**src/rtl/adc_scan_pkg.sv**
```systemverilog
package adc_scan_pkg;
  localparam int NUM_CH = 8;
  localparam int CH_W   = $clog2(NUM_CH);

  // strobes from the sequencer to the datapath
  typedef struct packed {
    logic            wrEn;      // store convData into result[wrCh]
    logic [CH_W-1:0] wrCh;
    logic            setDone;   // a full pass has completed
    logic            clrStart;  // single pass over, drop start bit
  } seqStrb_t;

  // {hit, index} of the lowest set bit
  function automatic logic [CH_W:0] lowestSet(input logic [NUM_CH-1:0] m);
    logic [CH_W:0] r;
    r = '0;
    for (int i = NUM_CH - 1; i >= 0; i--) begin
      if (m[i]) r = {1'b1, CH_W'(i)};
    end
    return r;
  endfunction
endpackage

```
**src/rtl/adc_scan_ctrl.sv**
```systemverilog
module adc_scan_ctrl
  import adc_scan_pkg::*;
(
  input  logic              clk,
  input  logic              rstN,
  input  logic              startBit,
  input  logic              modeCont,
  input  logic [NUM_CH-1:0] chanMask,
  input  logic              convDone,
  output logic              convStart,
  output logic [CH_W-1:0]   convSel,
  output seqStrb_t          strb
);
  typedef enum logic [1:0] {ST_IDLE, ST_ISSUE, ST_WAIT} state_t;

  state_t          state, stateNxt;
  logic [CH_W-1:0] curCh, curChNxt;
  logic [CH_W:0]   firstEnc, nextEnc;
  logic [NUM_CH-1:0] aboveMask;

  assign aboveMask = chanMask & ~((NUM_CH'(2) << curCh) - NUM_CH'(1));
  assign firstEnc  = lowestSet(chanMask);
  assign nextEnc   = lowestSet(aboveMask);

  assign convStart = (state == ST_ISSUE);
  assign convSel   = curCh;

  always_comb begin
    stateNxt = state;
    curChNxt = curCh;
    strb     = '0;
    strb.wrCh = curCh;
    case (state)
      ST_IDLE: begin
        if (startBit && firstEnc[CH_W]) begin
          curChNxt = firstEnc[CH_W-1:0];
          stateNxt = ST_ISSUE;
        end
      end
      ST_ISSUE: stateNxt = ST_WAIT;
      ST_WAIT: begin
        if (convDone) begin
          strb.wrEn = 1'b1;
          if (nextEnc[CH_W]) begin
            if (startBit) begin
              curChNxt = nextEnc[CH_W-1:0];
              stateNxt = ST_ISSUE;
            end else begin
              stateNxt = ST_IDLE;
            end
          end else begin
            strb.setDone = 1'b1;
            if (!modeCont) begin
              strb.clrStart = 1'b1;
              stateNxt      = ST_IDLE;
            end else if (startBit && firstEnc[CH_W]) begin
              curChNxt = firstEnc[CH_W-1:0];
              stateNxt = ST_ISSUE;
            end else begin
              stateNxt = ST_IDLE;
            end
          end
        end
      end
      default: stateNxt = ST_IDLE;
    endcase
  end

  always_ff @(posedge clk) begin
    if (!rstN) begin
      state <= ST_IDLE;
      curCh <= '0;
    end else begin
      state <= stateNxt;
      curCh <= curChNxt;
    end
  end

  AST_START_PULSE: assert property (@(posedge clk) disable iff (!rstN)
    convStart |=> !convStart);
  AST_SEL_HELD: assert property (@(posedge clk) disable iff (!rstN)
    (state == ST_WAIT && $past(state) != ST_IDLE) |-> $stable(convSel));
  AST_ZERO_MASK_IDLE: assert property (@(posedge clk) disable iff (!rstN)
    (chanMask == '0 && state == ST_IDLE) |=> !convStart);
  AST_DONE_NEEDS_ANSWER: assert property (@(posedge clk) disable iff (!rstN)
    strb.setDone |-> convDone);
endmodule

```
**src/rtl/adc_scan_dp.sv**
```systemverilog
module adc_scan_dp
  import adc_scan_pkg::*;
#(
  parameter int DATA_W = 12
) (
  input  logic                     clk,
  input  logic                     rstN,
  input  logic                     startSet,
  input  logic                     trigIn,
  input  logic                     startClr,
  input  logic                     doneClr,
  input  logic [NUM_CH-1:0]        rdStrobe,
  input  logic [DATA_W-1:0]        convData,
  input  seqStrb_t                 strb,
  output logic                     startBit,
  output logic                     passDone,
  output logic [NUM_CH*DATA_W-1:0] resultFlat,
  output logic [NUM_CH-1:0]        validVec
);
  always_ff @(posedge clk) begin
    if (!rstN) begin
      startBit <= 1'b0;
      passDone <= 1'b0;
    end else begin
      if (startSet || trigIn)             startBit <= 1'b1;
      else if (startClr || strb.clrStart) startBit <= 1'b0;
      if (strb.setDone)  passDone <= 1'b1;
      else if (doneClr)  passDone <= 1'b0;
    end
  end

  for (genvar g = 0; g < NUM_CH; g++) begin : g_ch
    logic hit;
    assign hit = strb.wrEn && (strb.wrCh == CH_W'(g));
    always_ff @(posedge clk) begin
      if (!rstN) begin
        resultFlat[g*DATA_W +: DATA_W] <= '0;
        validVec[g]                    <= 1'b0;
      end else begin
        if (hit) resultFlat[g*DATA_W +: DATA_W] <= convData;
        if (hit)              validVec[g] <= 1'b1;
        else if (rdStrobe[g]) validVec[g] <= 1'b0;
      end
    end
  end

  AST_VALID_ON_WRITE: assert property (@(posedge clk) disable iff (!rstN)
    strb.wrEn |=> validVec[$past(strb.wrCh)]);
  AST_DONE_STICKY: assert property (@(posedge clk) disable iff (!rstN)
    (passDone && !doneClr) |=> passDone);
  AST_AUTO_CLEAR: assert property (@(posedge clk) disable iff (!rstN)
    (strb.clrStart && !startSet && !trigIn) |=> !startBit);
  AST_READ_CLEARS: assert property (@(posedge clk) disable iff (!rstN)
    (rdStrobe[0] && !(strb.wrEn && strb.wrCh == '0)) |=> !validVec[0]);
endmodule

```
**src/rtl/adc_scan_seq.sv**
```systemverilog
module adc_scan_seq
  import adc_scan_pkg::*;
#(
  parameter int DATA_W = 12
) (
  input  logic                     clk,
  input  logic                     rstN,
  input  logic                     startSet,
  input  logic                     trigIn,
  input  logic                     startClr,
  input  logic                     modeCont,
  input  logic                     irqEn,
  input  logic [NUM_CH-1:0]        chanMask,
  input  logic                     doneClr,
  input  logic [NUM_CH-1:0]        rdStrobe,
  output logic                     convStart,
  output logic [CH_W-1:0]          convSel,
  input  logic                     convDone,
  input  logic [DATA_W-1:0]        convData,
  output logic [NUM_CH*DATA_W-1:0] resultFlat,
  output logic [NUM_CH-1:0]        validVec,
  output logic                     startBit,
  output logic                     passDone,
  output logic                     irq
);
  seqStrb_t strb;

  adc_scan_ctrl u_ctrl (
    .clk(clk), .rstN(rstN), .startBit(startBit), .modeCont(modeCont),
    .chanMask(chanMask), .convDone(convDone), .convStart(convStart),
    .convSel(convSel), .strb(strb)
  );

  adc_scan_dp #(.DATA_W(DATA_W)) u_dp (
    .clk(clk), .rstN(rstN), .startSet(startSet), .trigIn(trigIn),
    .startClr(startClr), .doneClr(doneClr), .rdStrobe(rdStrobe),
    .convData(convData), .strb(strb), .startBit(startBit),
    .passDone(passDone), .resultFlat(resultFlat), .validVec(validVec)
  );

  assign irq = passDone & irqEn;
endmodule

```
**config.mk**
```make
export PLATFORM = sky130hd
export DESIGN_NAME = adc_scan_seq
export DESIGN_NICKNAME = d
export VERILOG_FILES = /design/src/rtl/adc_scan_pkg.sv /design/src/rtl/adc_scan_ctrl.sv /design/src/rtl/adc_scan_dp.sv /design/src/rtl/adc_scan_seq.sv
export SDC_FILE = /design/constraint.sdc
export NUM_CORES = 1
export LEC_CHECK = 0
export ABC_AREA = 1
export BUFFER_PORTS_ARGS = -buffer_cell sky130_fd_sc_hd__buf_2
export CELL_PAD_IN_SITES_DETAIL_PLACEMENT = 0
export CELL_PAD_IN_SITES_GLOBAL_PLACEMENT = 1
export CORE_AREA = 10 10 148 109
export CTS_CLUSTER_DIAMETER = 80
export CTS_CLUSTER_SIZE = 40
export DETAILED_ROUTE_END_ITERATION = 6
export DIE_AREA = 0 0 158 119
export PLACE_DENSITY_LB_ADDON = 0.2
export RECOVER_POWER = 100
export SYNTH_ARGS = -nofsm -noshare
export SYNTH_HDL_FRONTEND = slang
export SYNTH_HIERARCHICAL = 1
export SYNTH_SLANG_ARGS = --single-unit
export TNS_END_PERCENT = 5
```
**constraint.sdc**
```tcl
create_clock -name clk -period 4.92 [get_ports clk]
set_clock_uncertainty 0.2 [all_clocks]
set_input_delay 1.23 -clock clk [delete_from_list [all_inputs] [get_ports clk]]
set_output_delay 1.23 -clock clk [all_outputs]
set_load 0.05 [all_outputs]
```
# After elaboration in Yosys (flattened, before gate mapping)
# Cells that the tools add are included.
# op_classes
addsub	1
n_eq_ne	13
shifts	1
muxes	55
bitwise	3
reduce_logical	26
# op_table
op	count
$mux 4	16
$mux 1	25
$reduce_bool 2->1	11
$mux 3	5
$mux 2	7
$eq 3x3->1 const B	4
$logic_and 1x1->1	9
$and 8x8->8	1
$not 8->8	1
$shl 2x3->8 const A	1
$sub 8x1->8 const B	1
$eq 3x2->1 const B	2
$ne 3x2->1 const B	2
$pmux 2 s3	1
$pmux 3 s2	1
$reduce_and 4->1	1
$eq 3x1->1 const B	1
$logic_not 3->1	1
$eq 2x1->1 const B	1
$eq 2x2->1 const B	1
$logic_not 2->1	1
$logic_or 1x1->1	2
$ne 2x1->1 const B	1
$ne 2x2->1 const B	1
other kinds (2)	2
# totals
reg_bits	111
in_bits	37
word_cells	119

# Depth between registers and ports, before layout
# Gate-level depths: netlist of run 1.
# depth
word_depth	18
depth_mapped	17
mapped_depth_nobuf	16

# Hierarchy
# Netlist of run 1, hierarchy kept.
# by_module_without_submodules
mod	n_inst	cells_each	area_per_inst_um2
adc_scan_dp	1	600	4329.2
adc_scan_ctrl	1	128	721.9
adc_scan_seq	1	2	7.5

# Worst setup path before layout of run 1
# Ideal clock, no wire load.
# synth_timing
kind	input port to output port
from	input port irqEn
to	output port irq
arrival_time_ns	1.589
required_time_ns	3.490
path_slack_ns	1.901
stages	2
path_buffers	0
path_cell_list	nand2_1 -> inv_1
# synth_via
elab_chain_cells	1
# synth_lines
element	line_no	text
from (decl)	adc_scan_seq.sv:12	input logic irqEn,
$and 1x1->1	adc_scan_seq.sv:41	assign irq = passDone & irqEn;
to (decl)	adc_scan_seq.sv:24	output logic irq
# Every way passes these cells.

==> results.tsv, run 1 <==
stage	metric	value	unit
drt	DRC viols	0	
drt	Iter 0 DRT Violations	414	
power	Final Total Pwr	1.986	mW
sta	fmax	0.2939	GHz
layout	final non-filler cell total	1026	
sta	worst slew pin tran	1.996	ns
clock_tree	postcts setup bufs	0	
power	Peak VDD IR	0.0001433	V
synthesis	post-synth top area share	0.4393	
sta	Final Max Slew Viols	128	
place	gpl congestion	0.7818	
floorplanning	Initial Util	0.3756	
synthesis	Post-Syn Area	0.005059	mm2
critical_path	critical path type	input port to register	
sta	Setup TNS	0	ns
power	Leak	2.453	nW
drt	Detailed Routing Iterations Pass 1	5	
floorplanning	core area	0.01347	mm2
synthesis	cell taking the most area after synthesis	dfxtp_1	
sta	Final period util	0.6916	
drt	via/cell ratio	4.797	
clock_tree	clk sinks	111	
floorplanning	num rows	36	
power	power density cells	342.9	mW/mm2
sta	RSZ-0062 raised after global routing	no	
clock_tree	Clock Latency Late Sink	0.35	ns
clock_tree	clock buffer count from CTS	9	
power	Seq pwr share	0.473	
power	clock power share	0.367	
outcome	violated checks	max-capacitance violations, max-slew violations	
power	switching share of power	0.3139	
drt	Post-DRT Antenna Nets	0	
drt	DR vias	4922	
place	Post-Place Cells	1010	
clock_tree	clock buffer depth	2	
floorplanning	die width	158	um
synthesis	commonest cells in the netlist	nor2_1, nand2_1, dfxtp_1	
grt	largest net degree at the start of global routing	102	
critical_path	Req. time, crit path	4.96	ns
synthesis	YS warnings	6	
floorplanning	chip height	119	um
layout	Area Overhead vs Synth	14.52	%
synthesis	Yosys cell types	31	
clock_tree	post_cts resized	0	
sta	setup slack after layout	1.517	ns
layout	antenna fix cells	0	
grt	total gr overflow	0	
synthesis	most frequent cell after synthesis	nor2_1	
layout	fraction of layout cells with a size suffix above 1	0.09357	
clock_tree	CTS tree	yes	
place	post-DP HPWL	11360	um
grt	initial antenna violation count	0	
grt	first-pass GRT wire length	24880	um
drt	Post-Route WL	16110	um
grt	All-Layer GR Usage	0.1655	
critical_path	Worst setup SP type	input port	
synthesis	Syn Area/Cell	6.930	um2
sta	Final min period	3.403	ns
clock_tree	H-tree depth	3	
sta	final hold vios	0	
synthesis	sequential area share after synthesis	0.4393	
floorplanning	die area	0.01880	mm2
clock_tree	Root Driver	clkbuf_16	
critical_path	Max FO, Critical Path	25	
floorplanning	I/O pin count	148	
sta	hold_ws	0.2860	ns
layout	# nets final	888	
outcome	status	finished with violations	
flow_run	max-cap viol count	2	
synthesis	ys async rst share	0	
place	# port buffers	147	
power	Comb pwr share	0.160	
synthesis	#FFs+latches synth	111	
critical_path	CP endpoint kind	register	
synthesis	ys flop type	dfxtp_1	
synthesis	ranking of synthesized cells by area	dfxtp_1, nor2_1, nand2_1	
synthesis	Post-synth EDFFs	0	
place	pre-CTS setup slack	1.653	ns
clock_tree	CTS clock-pin slew for the worst setup and hold paths	0.08	ns
drt	routed len/inst	15.70	um
sta	Setup-failing EPs final	0	
worst_hold_path	Worst Hold Class	register to register	
clock_tree	CTS Hold Bufs	0	
grt	vias in the first global route	4575	
synthesis	Synth Instances	730	
synthesis	syn_nets	768	
sta	Slew headroom	-0.3308	
power	P_sw	0.6235	mW
layout	Layout fillers	1507	
power	Cell Int Power	1.363	mW
critical_path	crit path DAT	3.44	ns
==> final cells by class <==
cell class / instances / area [um2] / share of cell area
sequential: 111 / 2222 / 0.3836
timing repair buffer: 148 / 600.6 / 0.1037
inverter: 50 / 187.7 / 0.03240
clock buffer: 11 / 242.7 / 0.04190
multi-input combinational: 530 / 2275 / 0.3927
clock inverter: 5 / 51.30 / 0.008855
tap: 171 / 214.0 / 0.03693
==> routing by layer <==
layer | up-vias | GRT usage | wire length, um
met2 | 179 | 0.2519 | 6991
met1 | 2230 | 0.2185 | 7396
met3 | 16 | 0.05681 | 1499
li1 | 2497 | - | -
met4 | 0 | 0.04388 | 218
met5 | - | 0 | 0
==> flip-flops by register name (all words and copies together), names as in the netlist <==
name,flops
u_dp/resultFlat,96
u_dp/validVec,8
u_ctrl/convSel,3
u_ctrl/state,2
u_dp/passDone,1
u_dp/startBit,1
==> kinds of logic after synthesis <==
logic type / Yosys count / share of synthesized area
flops: 111 / 0.4393
compound gates: 24 / 0.02795
simple gates: 505 / 0.4353
fa+ha+maj: 1 / 0.002473
buf+inv: 89 / 0.09498
==> power by group through the flow <==
stage | sequential [mW] | clock, mW | combinational, mW
floorplan | 0.989 | 0 | 0.234
global placement | 0.961 | 0 | 0.326
detailed placement | 0.961 | 0 | 0.331
CTS | 0.940 | 0.745 | 0.332
global route | 0.943 | 0.775 | 0.353
finish | 0.940 | 0.728 | 0.318
==> worst max-delay path, cell delays in order <==
cell     delay, ns
buf_2         0.08
inv_1         0.05
nor2_1        0.33
nand2_4       0.12
nor2_1        1.31
nand2_1       0.10
nand2_1       0.15
nor2_2        0.06
==> path summary, 6_finish.rpt <==
kind	startpoint	endpoint	slack, ns	depth (start not counted)
worst min-delay path	u_dp/resultFlat[86]$_SDFFE_PN0P_	u_dp/resultFlat[86]$_SDFFE_PN0P_	0.29	2
worst max-delay path	convDone	u_dp/resultFlat[95]$_SDFFE_PN0P_	1.52	8
worst max register to register	u_ctrl/state[1]$_SDFFE_PN0P_	u_dp/resultFlat[95]$_SDFFE_PN0P_	1.70	9
worst min register to register	u_dp/resultFlat[86]$_SDFFE_PN0P_	u_dp/resultFlat[86]$_SDFFE_PN0P_	0.29	2
==> placed cells by master, fill, tap and decap left out, drive strengths merged <==
cell type  Yosys  final
buf           39     35
a31oi          1      1
nand4          3      3
nor3           2      2
o211ai         2      2
a21boi         1      1
inv           49     52
nand2        151    151
ha             1      1
dfxtp        111    111
clkinv         1      3
nor2         251    251
nor4           1      1
a21o           1      1
clkbuf         0    124
o21ai          6      6
o21a           1      1
a21oi         12     12
nand3         97     97
==> metrics by stage <==
| stage | cell area [um2] | util |
|---|---|---|
| global placement | 5733 | 0.4257 |
| CTS | 6027 | 0.4475 |
| floorplan | 5059 | - |
| finish | 5793 | 0.4301 |
| global route | 5793 | 0.4301 |
| detailed placement | 5733 | 0.4257 |
Power figures use the tool's default switching activity.
==> run 2, diff against run 1 <==
Settings changed: CORE_AREA 10 10 148 109 to 10 10 162 119, DIE_AREA 0 0 158 119 to 0 0 172 129.
Clock period 4.92 ns to 2.9 ns, I/O delays scaled along.
==> run 2 against run 1 <==
The flow now finishes without violations. Flip-flop and latch count did not move. Worst hold slack barely moved. Worst setup slack got worse by 1.2 ns. Global-route usage fell by 1.8 points. Routed wire length rose by 5.8%. Power rose by 71%. Register-to-register slack got worse by 1.4 ns. Utilization fell by 6.2 points. Non-clock buffer count rose by 6. First-iteration DRC count fell by 14%. Critical path depth rose by 5. Critical path type is now register to register. Critical endpoint is now u_ctrl/convSel[1]$_SDFFE_PN0P_. Largest cell class unchanged. Largest power group unchanged.
==> results.tsv, run 2 (same netlist as run 1, synthesis figures left out) <==
stage	metric	value	unit
clock_tree	post_cts resized	0	
clock_tree	CTS Hold Bufs	0	
critical_path	CP endpoint kind	register	
drt	DR vias	4931	
floorplanning	chip height	129	um
power	power density cells	574.3	mW/mm2
sta	Final period util	0.8808	
critical_path	Top delay family on crit path	simple AND/OR/NAND/NOR gates	
layout	antenna fix cells	0	
power	Comb pwr share	0.176	
grt	largest net degree at the start of global routing	82	
sta	RSZ-0062 raised after global routing	no	
drt	Detailed Routing Iterations Pass 1	5	
floorplanning	num rows	39	
floorplanning	Initial Util	0.3141	
clock_tree	clock buffer count from CTS	9	
power	Leak	2.479	nW
layout	Sequential Area	0.002222	mm2
sta	Setup TNS	0	ns
layout	most frequent cells in the layout	nor2_1, nand2_1, clkbuf_1	
sta	Final min period	2.554	ns
worst_hold_path	Worst Hold Class	register to register	
grt	All-Layer GR Usage	0.1470	
floorplanning	core area	0.01610	mm2
drt	Post-DRT Antenna Nets	0	
power	P_sw	1.017	mW
critical_path	CP max stage delay	0.39	ns
grt	vias in the first global route	4745	
layout	Multi-input gate area	0.002297	mm2
place	Area after DPL	0.005846	mm2
layout	# nets final	894	
critical_path	worst reg2reg endpoint	u_ctrl/convSel[1]$_SDFFE_PN0P_	
clock_tree	Root Driver	clkbuf_16	
floorplanning	die area	0.02219	mm2
outcome	status	completed	
clock_tree	Clock Latency Late Sink	0.34	ns
drt	Post-Route WL	17040	um
critical_path	Worst Reg2Reg Path Length in Cells	13	
critical_path	Req. time, crit path	2.94	ns
power	Peak VDD IR	0.0002453	V
clock_tree	clock buffer depth	2	
layout	fraction of layout cells with a size suffix above 1	0.1013	
sta	Setup-failing EPs final	0	
clock_tree	CTS clock-pin slew for the worst setup and hold paths	0.07	ns
critical_path	critical path type	register to register	
critical_path	reg2reg setup slack	0.35	ns
clock_tree	H-tree depth	3	
grt	total gr overflow	0	
sta	fmax	0.3915	GHz
floorplanning	die width	172	um
grt	first-pass GRT wire length	25880	um
worst_hold_path	WHS Path Cells	2	
power	Cell Int Power	2.385	mW
grt	initial antenna violation count	0	
critical_path	CP Depth	13	
sta	Slew headroom	0.3396	
sta	worst slew pin tran	0.9869	ns
worst_hold_path	HP Start	u_dp/resultFlat[63]$_SDFFE_PN0P_	
clock_tree	CTS tree	yes	
layout	Area Overhead vs Synth	17.12	%
drt	DRC viols	0	
clock_tree	postcts setup bufs	0	
clock_tree	clk sinks	111	
layout	commonest non-fill, non-tap cell in the layout	nor2_1	
sta	final hold vios	0	
place	# port buffers	147	
critical_path	Max FO, Critical Path	8	
power	Seq pwr share	0.462	
critical_path	crit path DAT	2.59	ns
critical_path	slowest CP cell	dfxtp_1	
critical_path	Reg-to-Reg Start	u_ctrl/convSel[1]$_SDFFE_PN0P_	
power	clock power share	0.363	
flow_run	max-cap viol count	0	
layout	max FFs per register	96	
critical_path	Crit path buffers/inverters	0	
critical_path	worst path cell trace	nor2_1, nand2_1, ha_1, nor2_1, nand3_1, nand3_1, nand2_1, nor2_4, nand2_4, nand2_2, nand3_1, a21oi_1, nor2_1	
place	gpl congestion	0.8306	
power	switching share of power	0.2990	
layout	fin area	0.005924	mm2
floorplanning	I/O pin count	148	
place	post-DP HPWL	12250	um
sta	Final Max Slew Viols	0	
critical_path	Worst setup SP type	register	
worst_hold_path	Worst Hold End	u_dp/resultFlat[63]$_SDFFE_PN0P_	
layout	final core utilization	0.3679	
power	Final Total Pwr	3.402	mW
drt	via/cell ratio	4.634	
layout	Layout fillers	1795	
layout	Reg with most FFs	u_dp/resultFlat	
drt	routed len/inst	16.01	um
drt	Iter 0 DRT Violations	355	
## run 2: cell types whose count changed in the layout (fill, tap and decap cells not counted), moves of 2 or more
cell        change
clkinvlp_4      +2
nand3_2         -2
nor2_1          -4
nand3_1         +2
buf_4           +5
buf_12          +2
nor2_2          +2
inv_6           -3
## run 2: routing by layer
metal / GRT usage / vias to the layer above / part of all wire
li1: - / 2511 / -
met3: 0.05163 / 15 / 0.082
met5: 0 / - / 0
met1: 0.1965 / 2244 / 0.48
met4: 0.02831 / 0 / 0.0098
met2: 0.2247 / 161 / 0.42
## run 2: area by class of cell
type / count / share of cell area
multi-input cells: 530 / 0.3878
flip-flops and latches: 111 / 0.3751
repair buffers: 154 / 0.1136
clock inverters: 3 / 0.007603
inverters: 50 / 0.03168
clock buffers: 11 / 0.04097
well taps: 205 / 0.04329
## run 2: worst max path at each step
stage | startpoint | endpoint | slack [ns]
2_1_floorplan | u_ctrl/convSel[1]$_SDFFE_PN0P_ | u_dp/startBit$_SDFFE_PN0P_ | 0.39
3_3_place_gp | convDone | u_dp/resultFlat[69]$_SDFFE_PN0P_ | 0.44
3_5_place_dp | convDone | u_dp/resultFlat[81]$_SDFFE_PN0P_ | 0.42
4_1_cts | u_ctrl/convSel[1]$_SDFFE_PN0P_ | u_dp/startBit$_SDFFE_PN0P_ | 0.39
5_1_grt | u_ctrl/convSel[1]$_SDFFE_PN0P_ | u_ctrl/convSel[1]$_SDFFE_PN0P_ | 0.08
6_report | u_ctrl/convSel[1]$_SDFFE_PN0P_ | u_ctrl/convSel[1]$_SDFFE_PN0P_ | 0.35
## run 2: metrics by stage
| step | hold WS (ns) | instances | worst slack [ns] |
|---|---|---|---|
| 2_1_floorplan | 0.2682 | 730 | 0.3949 |
| 4_1_cts | 0.2847 | 1064 | 0.3932 |
| 5_1_grt | 0.3052 | 1064 | 0.07633 |
| 3_5_place_dp | 0.2673 | 1050 | 0.4192 |
| 3_3_place_gp | 0.2594 | 1050 | 0.4382 |
| 6_report | 0.2859 | 1064 | 0.3456 |
## run 2: worst reg2reg max path, delay by kind of cell, from the launching register on
kind,cells,cell delay (ns)
fa+ha+maj,1,0.25
compound gates,1,0.23
simple gates,11,1.37
flops,1,0.39
## run 2: power groups by stage
stage | sequential (mW) | clock, mW | combinational (mW)
2_1_floorplan | 1.68 | 0 | 0.397
3_3_place_gp | 1.60 | 0 | 0.603
3_5_place_dp | 1.61 | 0 | 0.612
4_1_cts | 1.57 | 1.28 | 0.614
5_1_grt | 1.57 | 1.33 | 0.661
6_report | 1.57 | 1.23 | 0.597
==> run 3, diff against run 2 <==
--- a/config.mk
+++ b/config.mk
@@ -7,3 +7,2 @@
 export LEC_CHECK = 0
-export ABC_AREA = 1
 export BUFFER_PORTS_ARGS = -buffer_cell sky130_fd_sc_hd__buf_2
@@ -11,3 +10,3 @@
 export CELL_PAD_IN_SITES_GLOBAL_PLACEMENT = 1
-export CORE_AREA = 10 10 162 119
+export CORE_AREA = 10 10 152 112
 export CTS_CLUSTER_DIAMETER = 80
@@ -15,3 +14,3 @@
 export DETAILED_ROUTE_END_ITERATION = 6
-export DIE_AREA = 0 0 172 129
+export DIE_AREA = 0 0 162 122
 export PLACE_DENSITY_LB_ADDON = 0.2
--- a/constraint.sdc
+++ b/constraint.sdc
@@ -4,2 +4,2 @@
 set_output_delay 0.725 -clock clk [all_outputs]
-set_load 0.05 [all_outputs]
+set_load 0.005 [all_outputs]
==> run 3 against run 2 <==
Die area is 11% lower. Clock-buffer cell count stayed put. Critical path depth is 4 lower. Routed wire length is 15% lower. Global-route usage is 0.39 points lower. Combinational power is 42% lower. Via count is 22% lower. Register-to-register slack worse by 0.22 ns. Worst hold slack worse by 0.026 ns. First-iteration DRC count is 30% lower. Critical path type unchanged. Largest power group unchanged.
==> results.tsv, run 3 <==
stage	metric	value	unit
clock_tree	clock buffer depth	2	
grt	initial antenna violation count	1	
floorplanning	num rows	37	
drt	Met3 Routed Length	1348	um
clock_tree	CTS clock-pin slew for the worst setup and hold paths	0.07	ns
critical_path	Crit path buffers/inverters	1	
layout	Sequential Area	0.002222	mm2
critical_path	Max FO, Critical Path	6	
sta	Setup-failing EPs final	0	
drt	routed len/inst	17.77	um
floorplanning	die width	162	um
layout	Reg with most FFs	u_dp/resultFlat	
layout	Area Overhead vs Synth	21.83	%
synthesis	Post-synth EDFFs	0	
sta	RSZ-0062 raised after global routing	no	
power	power density cells	537.0	mW/mm2
layout	final core utilization	0.4021	
critical_path	slowest CP cell	a221oi_4	
place	pre-CTS setup slack	0.06762	ns
place	post-DP HPWL	10640	um
layout	most frequent cells in the layout	nand2_1, dfxtp_1, clkbuf_1	
synthesis	syn_nets	515	
sta	final hold vios	0	
sta	Slew headroom	0.3657	
grt	All-Layer GR Usage	0.1432	
drt	Post-Route WL	14520	um
grt	largest net degree at the start of global routing	45	
place	gpl congestion	0.8411	
grt	first-pass GRT wire length	22330	um
synthesis	ranking of synthesized cells by area	dfxtp_1, mux2i_1, nand2_1	
outcome	status	completed	
clock_tree	Root Driver	clkbuf_16	
sta	fmax	0.3607	GHz
clock_tree	clk sinks	111	
synthesis	ys async rst share	0	
drt	DRC viols	0	
power	Final Total Pwr	3.079	mW
layout	# nets final	655	
clock_tree	clock buffer count from CTS	9	
sta	Setup TNS	0	ns
floorplanning	Initial Util	0.3300	
drt	Iter 0 DRT Violations	249	
synthesis	Synth Instances	477	
floorplanning	chip height	122	um
clock_tree	H-tree depth	3	
layout	max FFs per register	96	
synthesis	commonest cells in the netlist	nand2_1, dfxtp_1, mux2i_1	
critical_path	CP endpoint kind	register	
grt	total gr overflow	0	
layout	fraction of layout cells with a size suffix above 1	0.1447	
sta	hold_ws	0.2598	ns
place	# port buffers	147	
grt	vias in the first global route	3966	
flow_run	max-cap viol count	0	
layout	Multi-input gate area	0.002233	mm2
synthesis	Post-Syn Area	0.004706	mm2
critical_path	critical path type	register to register	
clock_tree	CTS tree	yes	
sta	Final Max Slew Viols	0	
drt	routed length on met2	6168	um
critical_path	Worst setup SP type	register	
drt	top sig layer	met5	
worst_hold_path	Worst Hold Class	register to register	
synthesis	sequential area share after synthesis	0.4722	
critical_path	Top delay family on crit path	compound AO/OA/AOI/OAI gates	
layout	Layout fillers	1514	
floorplanning	core area	0.01426	mm2
sta	worst slew pin tran	0.9515	ns
sta	setup slack after layout	0.1272	ns
synthesis	cell taking the most area after synthesis	dfxtp_1	
floorplanning	I/O pin count	148	
sta	Final min period	2.773	ns
clock_tree	Clock Latency Late Sink	0.35	ns
drt	DR vias	3856	
sta	Final period util	0.9561	
synthesis	most frequent cell after synthesis	nand2_1	
floorplanning	die area	0.01976	mm2
critical_path	Req. time, crit path	2.97	ns
synthesis	Syn Area/Cell	9.865	um2
drt	Post-DRT Antenna Nets	0	
power	Peak VDD IR	0.0002564	V
layout	commonest non-fill, non-tap cell in the layout	nand2_1	
drt	met1 WL	6758	um
critical_path	CP max stage delay	0.45	ns
drt	via/cell ratio	4.720	
synthesis	Yosys cell types	57	
synthesis	ys flop type	dfxtp_1	
synthesis	YS warnings	6	
critical_path	crit path DAT	2.84	ns
clock_tree	CTS Hold Bufs	0	
layout	antenna fix cells	0	
critical_path	worst path cell trace	or3_4, ha_2, o21ai_1, a31oi_2, a221oi_4, clkbuf_1, a2111oi_4, or3_1, o31ai_1	
drt	Detailed Routing Iterations Pass 1	4	
power	Leak	2.660	nW
synthesis	#FFs+latches synth	111	
synthesis	post-synth top area share	0.4722	
-- run 3: cell count changes after synthesis, sizes merged, moves of 4 or more --
cell    before  now
a21boi       1    8
and2         0    4
buf         39   24
clkbuf       0   14
inv         49    8
mux2i        0   99
nand2      151  116
nand2b       0    9
nand3       97    1
nor2       251    8
nor2b        0   10
-- run 3: repair_timing --
action                     in CTS  in global routing
buffers inserted                0                  2
resized for setup               0                  1
setup endpoints to repair       0                  1
-- run 3: path summary, 6_finish.rpt --
| kind | startpoint | end | slack (ns) | cells past startpoint |
|---|---|---|---|---|
| hold reg to reg | u_dp/resultFlat[45]$_SDFFE_PN0P_ | u_dp/resultFlat[45]$_SDFFE_PN0P_ | 0.26 | 2 |
| setup / recovery | u_ctrl/convSel[2]$_SDFFE_PN0P_ | u_ctrl/convSel[0]$_SDFFE_PN0P_ | 0.13 | 9 |
| setup reg to reg | u_ctrl/convSel[2]$_SDFFE_PN0P_ | u_ctrl/convSel[0]$_SDFFE_PN0P_ | 0.13 | 9 |
| hold / removal | u_dp/resultFlat[45]$_SDFFE_PN0P_ | u_dp/resultFlat[45]$_SDFFE_PN0P_ | 0.26 | 2 |
-- run 3: report_power, final --
part           leakage, nW  internal [mW]  switching, mW
registers            0.895           1.54         0.0139
clock network        0.142          0.616          0.566
logic                 1.62          0.130          0.217
-- run 3: cells by family after synthesis --
kind of cell               synth area share
muxes                                0.2106
DFF                                  0.4722
AOI/OAI and AO/OA                   0.08270
and+or+nand+nor                      0.1771
adders and majority gates          0.002658
xor gates and xnor gates           0.001862
buffers and inverters               0.05291
-- run 3: through the flow --
stage	area, um2	cells
floorplan	4706	477
global placement	5619	799
detailed placement	5619	799
CTS	5904	815
global route	5733	817
finish	5733	817
-- run 3: layer usage --
| layer | track usage | up-vias |
|---|---|---|
| li1 | - | 1900 |
| met1 | 0.1837 | 1805 |
| met2 | 0.2120 | 124 |
| met3 | 0.06168 | 25 |
| met4 | 0.04705 | 2 |
| met5 | 0 | - |
-- run 3: area by class of cell --
class,instances,area share
clock buffer,11,0.04234
clock inverter,5,0.007420
inverter,8,0.005238
multi-input combinational,320,0.3896
sequential,111,0.3876
tap,195,0.04256
timing repair buffer,167,0.1253
-- run 3: worst reg2reg max path, stage by stage (launching register included) --
cell and delay (ns):
dfxtp_1 0.35, or3_4 0.40, ha_2 0.24, o21ai_1 0.16, a31oi_2 0.15, a221oi_4 0.45
clkbuf_1 0.19, a2111oi_4 0.09, or3_1 0.39, o31ai_1 0.07
